### config.mk
export PLATFORM = sky130hd
export DESIGN_NAME = gpio_irq_detect
export DESIGN_NICKNAME = d
export VERILOG_FILES = /design/src/rtl/gpio_irq_pkg.sv /design/src/rtl/gpio_irq_sync.sv /design/src/rtl/gpio_irq_raw.sv /design/src/rtl/gpio_irq_view.sv /design/src/rtl/gpio_irq_detect.sv
export SDC_FILE = /design/constraint.sdc
export NUM_CORES = 1
export LEC_CHECK = 0
export ABC_AREA = 1
export BUFFER_PORTS_ARGS = -buffer_cell sky130_fd_sc_hd__buf_2
export CAP_MARGIN = 10
export CORE_MARGIN = 2
export CORE_UTILIZATION = 45
export CTS_BUF_LIST = sky130_fd_sc_hd__clkbuf_8
export CTS_CLUSTER_DIAMETER = 50
export CTS_CLUSTER_SIZE = 16
export DETAILED_ROUTE_END_ITERATION = 8
export SKIP_LAST_GASP = 1
export SYNTH_ARGS = -nofsm -noshare
export SYNTH_HDL_FRONTEND = slang
export SYNTH_SLANG_ARGS = --single-unit
### constraint.sdc
create_clock -name clk -period 6 [get_ports clk]
set_input_delay 0.9 -clock clk [delete_from_list [all_inputs] [get_ports clk]]
set_output_delay 0.9 -clock clk [all_outputs]
set_load 0.01 [all_outputs]
### src/rtl/gpio_irq_pkg.sv
`timescale 1ns/1ps
package gpio_irq_pkg;
   localparam int WORD_W        = 32;
   localparam int COND_PER_PIN  = 4;
   localparam int PINS_PER_WORD = WORD_W / COND_PER_PIN;
   localparam int MAX_FLAT      = 128;

   // condition slot inside a pin nibble; position is decoded by software
   typedef enum int {
      COND_LVL_LO    = 0,
      COND_LVL_HI    = 1,
      COND_EDGE_FALL = 2,
      COND_EDGE_RISE = 3
   } cond_slot_e;

   typedef enum int {
      VIEW_ENABLE = 0,
      VIEW_FORCE  = 1,
      VIEW_STATUS = 2
   } view_sel_e;

   function automatic int bank_count(int np);
      return (np + PINS_PER_WORD - 1) / PINS_PER_WORD;
   endfunction

   function automatic logic [MAX_FLAT-1:0] pin_bit_mask(int np);
      logic [MAX_FLAT-1:0] m;
      for (int j = 0; j < MAX_FLAT; j++) m[j] = ((j / COND_PER_PIN) < np);
      return m;
   endfunction
endpackage

### src/rtl/gpio_irq_sync.sv
`timescale 1ns/1ps
module gpio_irq_sync #(
   parameter int NUM_PINS    = 32,
   parameter int SYNC_STAGES = 2
) (
   input  logic                clk,
   input  logic                rst_n,
   input  logic [NUM_PINS-1:0] pin_in,
   output logic [NUM_PINS-1:0] lvl,
   output logic [NUM_PINS-1:0] rise,
   output logic [NUM_PINS-1:0] fall
);
   localparam int ARM_AT = SYNC_STAGES + 1;
   localparam int CNT_W  = $clog2(ARM_AT + 1);

   logic [NUM_PINS-1:0] stage_q [SYNC_STAGES];
   logic [NUM_PINS-1:0] prev_q;
   logic [CNT_W-1:0]    arm_cnt;
   logic                armed;

   assign armed = (arm_cnt == CNT_W'(ARM_AT));

   always_ff @(posedge clk or negedge rst_n) begin
      if (!rst_n) begin
         for (int i = 0; i < SYNC_STAGES; i++) stage_q[i] <= '0;
         prev_q  <= '0;
         arm_cnt <= '0;
      end else begin
         stage_q[0] <= pin_in;
         for (int i = 1; i < SYNC_STAGES; i++) stage_q[i] <= stage_q[i-1];
         prev_q <= stage_q[SYNC_STAGES-1];
         if (!armed) arm_cnt <= arm_cnt + 1'b1;
      end
   end

   assign lvl  = stage_q[SYNC_STAGES-1];
   assign rise = armed ? (lvl & ~prev_q) : '0;
   assign fall = armed ? (~lvl & prev_q) : '0;
endmodule

### src/rtl/gpio_irq_raw.sv
`timescale 1ns/1ps
module gpio_irq_raw
   import gpio_irq_pkg::*;
#(
   parameter int NUM_PINS = 32,
   parameter int FLAT     = 128
) (
   input  logic                clk,
   input  logic                rst_n,
   input  logic [NUM_PINS-1:0] lvl,
   input  logic [NUM_PINS-1:0] rise,
   input  logic [NUM_PINS-1:0] fall,
   input  logic [NUM_PINS-1:0] clr_rise,
   input  logic [NUM_PINS-1:0] clr_fall,
   output logic [FLAT-1:0]     raw
);
   localparam int USED = NUM_PINS * COND_PER_PIN;

   for (genvar p = 0; p < NUM_PINS; p++) begin : g_pin
      logic rise_q, fall_q;
      always_ff @(posedge clk or negedge rst_n) begin
         if (!rst_n) begin
            rise_q <= 1'b0;
            fall_q <= 1'b0;
         end else begin
            // a fresh edge outranks a clear on the same cycle
            rise_q <= rise[p] | (rise_q & ~clr_rise[p]);
            fall_q <= fall[p] | (fall_q & ~clr_fall[p]);
         end
      end
      assign raw[p*COND_PER_PIN + COND_LVL_LO]    = ~lvl[p];
      assign raw[p*COND_PER_PIN + COND_LVL_HI]    =  lvl[p];
      assign raw[p*COND_PER_PIN + COND_EDGE_FALL] =  fall_q;
      assign raw[p*COND_PER_PIN + COND_EDGE_RISE] =  rise_q;
   end

   if (FLAT > USED) begin : g_pad
      assign raw[FLAT-1:USED] = '0;
   end
endmodule

### src/rtl/gpio_irq_view.sv
`timescale 1ns/1ps
module gpio_irq_view
   import gpio_irq_pkg::*;
#(
   parameter int NUM_PINS = 32,
   parameter int NB       = 4,
   parameter int FLAT     = 128
) (
   input  logic              clk,
   input  logic              rst_n,
   input  logic [FLAT-1:0]   raw,
   input  logic [NB-1:0]     en_we,
   input  logic [NB-1:0]     frc_we,
   input  logic [WORD_W-1:0] wdata,
   output logic [FLAT-1:0]   en,
   output logic [FLAT-1:0]   frc,
   output logic [FLAT-1:0]   stat,
   output logic              irq
);
   localparam logic [MAX_FLAT-1:0] MASK_W = pin_bit_mask(NUM_PINS);
   localparam logic [FLAT-1:0]     MASK   = MASK_W[FLAT-1:0];

   for (genvar b = 0; b < NB; b++) begin : g_bank
      always_ff @(posedge clk or negedge rst_n) begin
         if (!rst_n) begin
            en[b*WORD_W +: WORD_W]  <= '0;
            frc[b*WORD_W +: WORD_W] <= '0;
         end else begin
            if (en_we[b])  en[b*WORD_W +: WORD_W]  <= wdata & MASK[b*WORD_W +: WORD_W];
            if (frc_we[b]) frc[b*WORD_W +: WORD_W] <= wdata & MASK[b*WORD_W +: WORD_W];
         end
      end
   end

   assign stat = (raw | frc) & en;
   assign irq  = |stat;
endmodule

### src/rtl/gpio_irq_detect.sv
`timescale 1ns/1ps
module gpio_irq_detect
   import gpio_irq_pkg::*;
#(
   parameter int NUM_PINS    = 32,
   parameter int NUM_CORES   = 2,
   parameter int SYNC_STAGES = 2,
   parameter int ADDR_W      = 6
) (
   input  logic                 clk,
   input  logic                 rst_n,
   input  logic [NUM_PINS-1:0]  pins_in,
   input  logic                 reg_we,
   input  logic [ADDR_W-1:0]    reg_addr,
   input  logic [31:0]          reg_wdata,
   output logic [31:0]          reg_rdata,
   output logic [NUM_CORES-1:0] core_irq
);
   localparam int NB     = bank_count(NUM_PINS);
   localparam int FLAT   = NB * WORD_W;
   localparam int BLK    = 3 * NB;
   localparam int NWORDS = NB + NUM_CORES * BLK;

   if (NUM_PINS < 1 || NUM_PINS > 32) begin : g_bad_pins
      $error("NUM_PINS must lie in 1..32");
   end
   if (NUM_CORES < 1 || NUM_CORES > 4) begin : g_bad_cores
      $error("NUM_CORES must lie in 1..4");
   end
   if (SYNC_STAGES < 2 || SYNC_STAGES > 4) begin : g_bad_sync
      $error("SYNC_STAGES must lie in 2..4");
   end
   if ((1 << ADDR_W) < NWORDS) begin : g_bad_addr
      $error("ADDR_W too narrow for the register map");
   end

   logic [NUM_PINS-1:0]       lvl, rise, fall, clr_rise, clr_fall;
   logic [FLAT-1:0]           raw_flat;
   logic [NUM_CORES*FLAT-1:0] en_all, frc_all, stat_all;
   logic [NB-1:0]             en_we  [NUM_CORES];
   logic [NB-1:0]             frc_we [NUM_CORES];

   gpio_irq_sync #(.NUM_PINS(NUM_PINS), .SYNC_STAGES(SYNC_STAGES)) u_sync (
      .clk(clk), .rst_n(rst_n), .pin_in(pins_in),
      .lvl(lvl), .rise(rise), .fall(fall)
   );

   // write-one-to-clear strobes for the sticky edge bits
   for (genvar p = 0; p < NUM_PINS; p++) begin : g_clr
      localparam int BASE = (p % PINS_PER_WORD) * COND_PER_PIN;
      logic hit;
      assign hit         = reg_we && (int'(reg_addr) == p / PINS_PER_WORD);
      assign clr_fall[p] = hit && reg_wdata[BASE + COND_EDGE_FALL];
      assign clr_rise[p] = hit && reg_wdata[BASE + COND_EDGE_RISE];
   end

   gpio_irq_raw #(.NUM_PINS(NUM_PINS), .FLAT(FLAT)) u_raw (
      .clk(clk), .rst_n(rst_n), .lvl(lvl), .rise(rise), .fall(fall),
      .clr_rise(clr_rise), .clr_fall(clr_fall), .raw(raw_flat)
   );

   for (genvar c = 0; c < NUM_CORES; c++) begin : g_core
      for (genvar b = 0; b < NB; b++) begin : g_dec
         assign en_we[c][b]  = reg_we && (int'(reg_addr) == NB + c*BLK + VIEW_ENABLE*NB + b);
         assign frc_we[c][b] = reg_we && (int'(reg_addr) == NB + c*BLK + VIEW_FORCE*NB + b);
      end
      gpio_irq_view #(.NUM_PINS(NUM_PINS), .NB(NB), .FLAT(FLAT)) u_view (
         .clk(clk), .rst_n(rst_n), .raw(raw_flat),
         .en_we(en_we[c]), .frc_we(frc_we[c]), .wdata(reg_wdata),
         .en(en_all[c*FLAT +: FLAT]), .frc(frc_all[c*FLAT +: FLAT]),
         .stat(stat_all[c*FLAT +: FLAT]), .irq(core_irq[c])
      );
   end

   always_comb begin
      int idx, rel, cs, off, bs;
      reg_rdata = '0;
      idx = int'(reg_addr);
      rel = idx - NB;
      cs  = rel / BLK;
      off = rel % BLK;
      bs  = off % NB;
      if (idx < NB) begin
         reg_rdata = raw_flat[idx*WORD_W +: WORD_W];
      end else if (idx < NWORDS) begin
         case (off / NB)
            VIEW_ENABLE: reg_rdata = en_all[cs*FLAT + bs*WORD_W +: WORD_W];
            VIEW_FORCE:  reg_rdata = frc_all[cs*FLAT + bs*WORD_W +: WORD_W];
            default:     reg_rdata = stat_all[cs*FLAT + bs*WORD_W +: WORD_W];
         endcase
      end
   end
endmodule

=== Yosys cells after proc, flatten, opt, wreduce, memory -nomap -nowiden ===
Index checks and enable logic that the tools add are counted.

* Input bits: 73
* Register bits: 674
* Logic and storage cells: 444
* Output and inout port bits: 34

* Shifts and indexed selects: 4
* Mux-type cells: 5
* Equality and inequality tests: 21
* Order comparisons: 2
* Divide/modulo/power cells: 2
* Add/sub/neg operators: 4
* Bitwise gates (word level): 233
* Reduce and logical (&&, ||, !) cells: 89

{| class="wikitable"
|+ Operator list
! cell !! count
|-
| variable part select 256 x 32 -> 32 bit || 3
|-
| AND 128 bit || 2
|-
| bitwise OR 128 bit || 2
|-
| OR reduction 128 bit || 2
|-
| two-way mux 32 bit || 4
|-
| variable part select 128 x 12 -> 32 bit || 1
|-
| NOT 1 bit || 96
|-
| logical AND 1 bit || 84
|-
| AND 1 bit || 65
|-
| AND 32 bit || 2
|-
| NOT 32 bit || 2
|-
| bitwise OR 1 bit || 64
|-
| one-hot mux 32 bit (2 select lines) || 1
|-
| equality test 6 bit (second input constant) || 8
|-
| adder 32 x 1 -> 32 bit || 1
|-
| adder 32 x 8 -> 32 bit || 1
|-
| divider 32 x 5 -> 32 bit (second input constant) || 1
|-
| equality test 32 x 1 -> 1 bit (second input constant) || 1
|-
| logical NOT 32 bit || 1
|-
| modulo 32 x 5 -> 32 bit (second input constant) || 1
|-
| equality test 6 x 4 -> 1 bit (second input constant) || 4
|-
| equality test 6 x 5 -> 1 bit (second input constant) || 4
|-
| equality test 6 x 3 -> 1 bit (second input constant) || 2
|-
| subtractor 6 x 3 -> 7 bit (second input constant) || 1
|-
| other kinds (7) || 7
|}

=== Longest topological paths before layout ===
* Depth in word-level cells: 9
* Depth in mapped cells: 35
* Mapped depth without buffers: 31

=== Cells and area by module ===
Synthesis repeated with hierarchy kept, for this count alone.

* Cells, all modules: 4536
* Area total of the unflattened synthesis: 39133.8 um2

{| class="wikitable"
|+ Modules (own cells, without submodules)
! module !! seq. area each (um2) !! cells an instance !! area an instance (um2) !! instances
|-
| gpio_irq_view || 6406.1 || 926 || 11172.0 || 2
|-
| gpio_irq_detect || 0.0 || 1961 || 10052.1 || 1
|-
| gpio_irq_raw || 1601.5 || 448 || 3403.3 || 1
|-
| gpio_irq_sync || 2452.4 || 275 || 3334.4 || 1
|}

=== Least setup slack after synthesis ===
OpenSTA, ideal clock, no wires.

* Kind: input port to output port
* Start point: input reg_addr[0]
* End point: output reg_rdata[0]
* Arrival time: 4995 ps
* Stages on the path: 28
* Required time: 5100 ps
* Path slack: 105 ps
* Path buffers: 4
* Cell sequence: buf_2 > inv_2 > clkbuf_1 > clkbuf_1 > ha_1 > nand2_1 > nand3_1 > nand2_1 > inv_2 > nand2_1 > a21o_1 > nand2_1 > nor2_2 > nor2_1 > nor2_1 > nor2_1 > inv_1 > nor2_1 > ha_1 > inv_1 > fa_1 > xnor2_1 > xor2_1 > o21ai_0 > a21oi_1 > clkbuf_1 > nand3_1 > nand2_1

* Longest elaborated chain between the ends: 9
* Elaborated cells between the ends (all ways): 18
* Those cells by class: 3 x add/sub; 2 x div; 2 x order compare; 1 x eq/ne; 4 x shift; 3 x mux; 1 x bitwise; 2 x reduce/logical

{| class="wikitable"
|+ Ends and longest elaborated chain
! element !! RTL line !! RTL
|-
| start: declaration || gpio_irq_detect.sv:14 || <nowiki>input logic [ADDR_W-1:0] reg_addr,</nowiki>
|-
| subtractor 6 x 3 -> 7 bit || gpio_irq_detect.sv:79 || <nowiki>rel = idx - NB;</nowiki>
|-
| modulo 32 x 5 -> 32 bit || gpio_irq_detect.sv:81 || <nowiki>off = rel % BLK;</nowiki>
|-
| OR reduction 2 bit (no source line) || - ||
|-
| AND 1 bit (no source line) || - ||
|-
| adder 32 x 8 -> 32 bit or adder 32 x 1 -> 32 bit (tied branches) || - ||
|-
| variable part select 256 x 32 -> 32 bit, or another cell as far along || gpio_irq_detect.sv:89 || <nowiki>default: reg_rdata = stat_all[cs*FLAT + bs*WORD_W +: WORD_W];</nowiki>
|-
| one-hot mux 32 bit (2 select lines) || gpio_irq_detect.sv:86 || <nowiki>case (off / NB)</nowiki>
|-
| two-way mux 32 bit || gpio_irq_detect.sv:85 || <nowiki>end else if (idx < NWORDS) begin</nowiki>
|-
| two-way mux 32 bit (*) || gpio_irq_detect.sv:83 || <nowiki>if (idx < NB) begin</nowiki>
|-
| end: declaration || gpio_irq_detect.sv:16 || <nowiki>output logic [31:0] reg_rdata,</nowiki>
|}

Every way passes the cells marked *; elsewhere a longest branch is shown, timed or not.

=== Worst setup path after layout ===
* Start point: input reg_addr[2]
* End point: output reg_rdata[13]

Same word-level chain as after synthesis.

==> summary by stage <==
STA
Based on the critical path, the design can be clocked at up to 0.173 GHz. The transition time at the pin with the least slew margin is 1210 ps. The number of hold violations in the final report was 0.

The clock period minus final worst setup slack is 5790 ps. The max-slew headroom at the worst pin is 19.3%. The worst hold-check slack is 173 ps. Adding up every negative setup slack in the final design gives 0 ps. The final-report max-slew violation count came to 0. After layout, the worst path uses 96.5% of the clock period. Setup violations remaining at the end of the flow were counted as 0. Across the routed clock network, the largest skew measured is 47.2 ps. Setup repair after global routing could not meet its margin everywhere.

Clock network
Clock tree synthesis found a total of 674 sinks. The number of levels in the clock H-tree is 3. The TritonCTS clock tree is done.

The later pin in the worst-skew pair is clocked with a latency of 760 ps. After clock tree synthesis, the clock-pin slew on the worst setup and hold paths is 80 ps. The root buffer cell is sky130_fd_sc_hd__clkbuf_8.

Counting the buffers created by CTS gives 94. The longest clock path from root to sink contains 3 buffers. The number of hold buffers added after CTS is 0.

Global routing
The via count of the first global-routing pass came to 29600. The first global-routing pass estimated 187000 um of wire. The initial antenna violation count is 2. The global-route usage over all layers is 30.8%. Summed over all layers, the global routing overflow is 0. Entering global routing, the biggest net connects 195 pins.

Setup path
The data required time at the worst endpoint is 5100 ps. STA classifies the critical path endpoint as a primary output. The endpoint identified for the worst register-to-register timing path is u_raw.g_pin[17].rise_q$_DFF_PN0_. The slowest cell on the critical path is sky130_fd_sc_hd__xor2_2. The worst stage delay on the critical path is 250 ps. Data on the critical path arrives at its endpoint at 4890 ps.

The setup slack of the worst register-to-register path is 3750 ps. The origin of the critical flop-to-flop path is u_sync.arm_cnt[0]$_DFFE_PN0N_. STA classifies the critical path startpoint as an input pin. The cell type group with the largest total delay on the critical path is simple AND/OR/NAND/NOR gates. The worst-path maximum fanout is 10. The combined buffer and inverter count along the critical path is 12. The logic depth of the worst register-to-register path is 4.

The worst setup path is of the input pin to primary output kind.

Yosys
Dividing the synthesized area by the synthesized cell count gives 7.64 sq um. The biggest area consumer among synthesized cells is sky130_fd_sc_hd__dfrtp_1. The most used standard cell by instance count after synthesis is sky130_fd_sc_hd__nand2_1. After synthesis, the cell types taking the most area are sky130_fd_sc_hd__dfrtp_1 49%, sky130_fd_sc_hd__nand2_1 13%, sky130_fd_sc_hd__o21ai_0 9.3%. The share of Yosys cell area claimed by the top area cell type is 48.8%.

The synthesized design contains 674 register bits. After technology mapping, the gate count stands at 4525. The Yosys warning count is 0. When the netlist entered floorplanning its net count stood at 4614.

In this run, synthesis inferred 0 flip-flops with an integrated enable. The count of distinct cell types in the synthesized netlist is 38. After synthesis, the share of flip-flops with an asynchronous set or reset is 100%. By count the netlist is led by 1213 x sky130_fd_sc_hd__nand2_1, 674 x sky130_fd_sc_hd__dfrtp_1, 643 x sky130_fd_sc_hd__o21ai_0, 506 x sky130_fd_sc_hd__nand3_1, 310 x sky130_fd_sc_hd__nor2_1.

The sequential-to-total area share from yosys stat is 48.8%. The cell area that synthesis handed to floorplanning was 34600 sq um. The dominant synthesized flop cell is sky130_fd_sc_hd__dfrtp_1.

Status
The flow ran to the end, and the final reports show no timing, DRC or antenna violations.

Route
The routed design has 125000 um of wire. The number of DRC markers in iteration 0 is 3980. The total DRC errors in the routed layout is 0. The average detailed-routed wire length per instance is 22.1 um. The remaining number of nets flagged by the antenna check after routing is 0.

The detailed router placed 32500 vias in this run. The first TritonRoute pass finished after 6 iterations. In the routed layout, each cell is associated on average with a via count of 5.76.

Floorplanning
The I/O pin count is 107. The width of the die is 281 um. Once the floorplan was initialized, standard cells occupied 45.5% of the core. Measured along the y axis, the die boundary spans 281 um. The total die area is 79100 sq um. Row generation in the floorplan step produced 101 rows.

The total area inside the core boundary comes to 76100 sq um.

Cells and area
The final-stage net count is 4612. The post-route netlist has 10.0% of its cells at a drive strength greater than 1. From synthesis to final layout, the design area changed by 13.6%.

Placement
The routability congestion estimate is 0.890. The sum of net half-perimeters after detailed placement is 71800 um. During placement, the flow inserted port buffers numbering 106.

Power and ir drop
Net switching is 35.0% of the power. The proportion of power drawn by combinational gates is 23.0%. The register share of total power is 42.3%. The largest voltage drop on the vdd net is 0.170 mV. Summed over all nets, the switching power comes to 4.50 mW. The power density over the cells is 327 nW/um^2. Per report_power, the clock group accounts for 34.7% of the total. The internal portion of the total power is 8.35 mW. Summed over all cells, the static leakage comes to 18.0 nW.

Flow run
The max-capacitance violation count is 0.

Hold path
The class of the worst hold path is input pin to async pin.
## per-stage QoR
stage / setup slack (ps) / utilization, % / cells / area, sq um / power [mW]
5_1_grt: -48.6 / 51.6 / 5634 / 39300 / 13.4
3_5_place_dp: -37.2 / 47.6 / 5428 / 36200 / 8.13
3_3_place_gp: 41.9 / 47.6 / 5428 / 36200 / 8.10
6_report: 211 / 51.6 / 5635 / 39300 / 12.9
2_1_floorplan: 105 / - / 4525 / 34600 / 7.04
4_1_cts: 6.50 / 50.7 / 5605 / 38600 / 12.6
## how the worst max path moves through the flow
stage | cells past startpoint | start | slack [ps] | endpoint
after floorplan | 28 | reg_addr[0] | 100 | reg_rdata[0]
after global placement | 32 | reg_addr[2] | 40 | reg_rdata[2]
after detailed placement | 29 | reg_addr[3] | -40 | reg_rdata[6]
after CTS | 31 | reg_addr[2] | 6 | reg_rdata[12]
after global routing | 32 | reg_addr[2] | -50 | reg_rdata[12]
final | 31 | reg_addr[2] | 210 | reg_rdata[13]
## sequential cells by signal, indices dropped and copies added (netlist names)
signal,flops
g_core.u_view.frc,256
u_raw.g_pin.fall_q,32
u_sync.prev_q,32
u_sync.lvl,32
u_raw.g_pin.rise_q,32
g_core.u_view.en,256
u_sync.stage_q,32
u_sync.arm_cnt,2
## layout make-up
type,instances,area (sq um)
Clock inverter,69,880
Timing Repair inverter,4,37.5
Tap cell,1030,1290
Clock buffer,107,1470
Inverter,310,1200
Antenna cell,2,5.00
Sequential cell,674,16900
Fill cell,7477,36800
Timing Repair Buffer,208,2040
Multi-Input combinational cell,3231,15500
## per-layer routing
metal / vias to the layer above / global-route usage (%) / wire length [um]
met5: - / 0 / 0
met1: 15500 / 46.1 / 55000
met3: 261 / 5.28 / 12300
li1: 15000 / - / -
met4: 0 / 9.82 / 4200
met2: 1637 / 45.3 / 53300
## power by group through the flow
stage / Sequential (mW) / Combinational, mW / Clock, mW
finish: 5.43 / 2.96 / 4.46
global route: 5.50 / 3.20 / 4.73
CTS: 5.42 / 2.64 / 4.52
detailed placement: 5.50 / 2.63 / 0
global placement: 5.50 / 2.59 / 0
floorplan: 5.38 / 1.66 / 0
## worst reg2reg max path: cells and delay by family (launching register included)
| family | cells | cell delay, ps |
|---|---|---|
| DFF | 1 | 380 |
| adders and majority gates | 1 | 190 |
| buffers and inverters | 2 | 1250 |
| AOI/OAI and AO/OA | 1 | 330 |
## timing repair
action	CTS	global route
cloned	0	15
setup buffers	1	13
endpoints found under the setup margin	20	32
pin swaps	0	14
resized for setup	4	52
## layout by cell type, fill, tap and decap left out, types with 16 or more instances in the layout
master and count:
sky130_fd_sc_hd__a21oi_1 147, sky130_fd_sc_hd__inv_1 298, sky130_fd_sc_hd__nand2_2 25, sky130_fd_sc_hd__buf_2 103
sky130_fd_sc_hd__o22ai_1 16, sky130_fd_sc_hd__o21a_1 192, sky130_fd_sc_hd__clkbuf_8 107, sky130_fd_sc_hd__nand4_1 48
sky130_fd_sc_hd__o21ai_0 642, sky130_fd_sc_hd__nor4_1 68, sky130_fd_sc_hd__nand3_1 492, sky130_fd_sc_hd__buf_4 51
sky130_fd_sc_hd__dfrtp_1 674, sky130_fd_sc_hd__nor2_1 306, sky130_fd_sc_hd__buf_12 29, sky130_fd_sc_hd__nand2_1 1189
sky130_fd_sc_hd__o31ai_1 32
## cells by family after synthesis
kind of cell	after synthesis	share of synthesized area, %
adder cells (fa/ha/maj)	16	0.601
flip-flops	674	48.8
XOR/XNOR	6	0.174
buffers and inverters	620	7.15
AO/OA/AOI/OAI	1053	17.1
AND/OR/NAND/NOR	2156	26.2
Note: power is estimated with default switching activity, not from simulation.
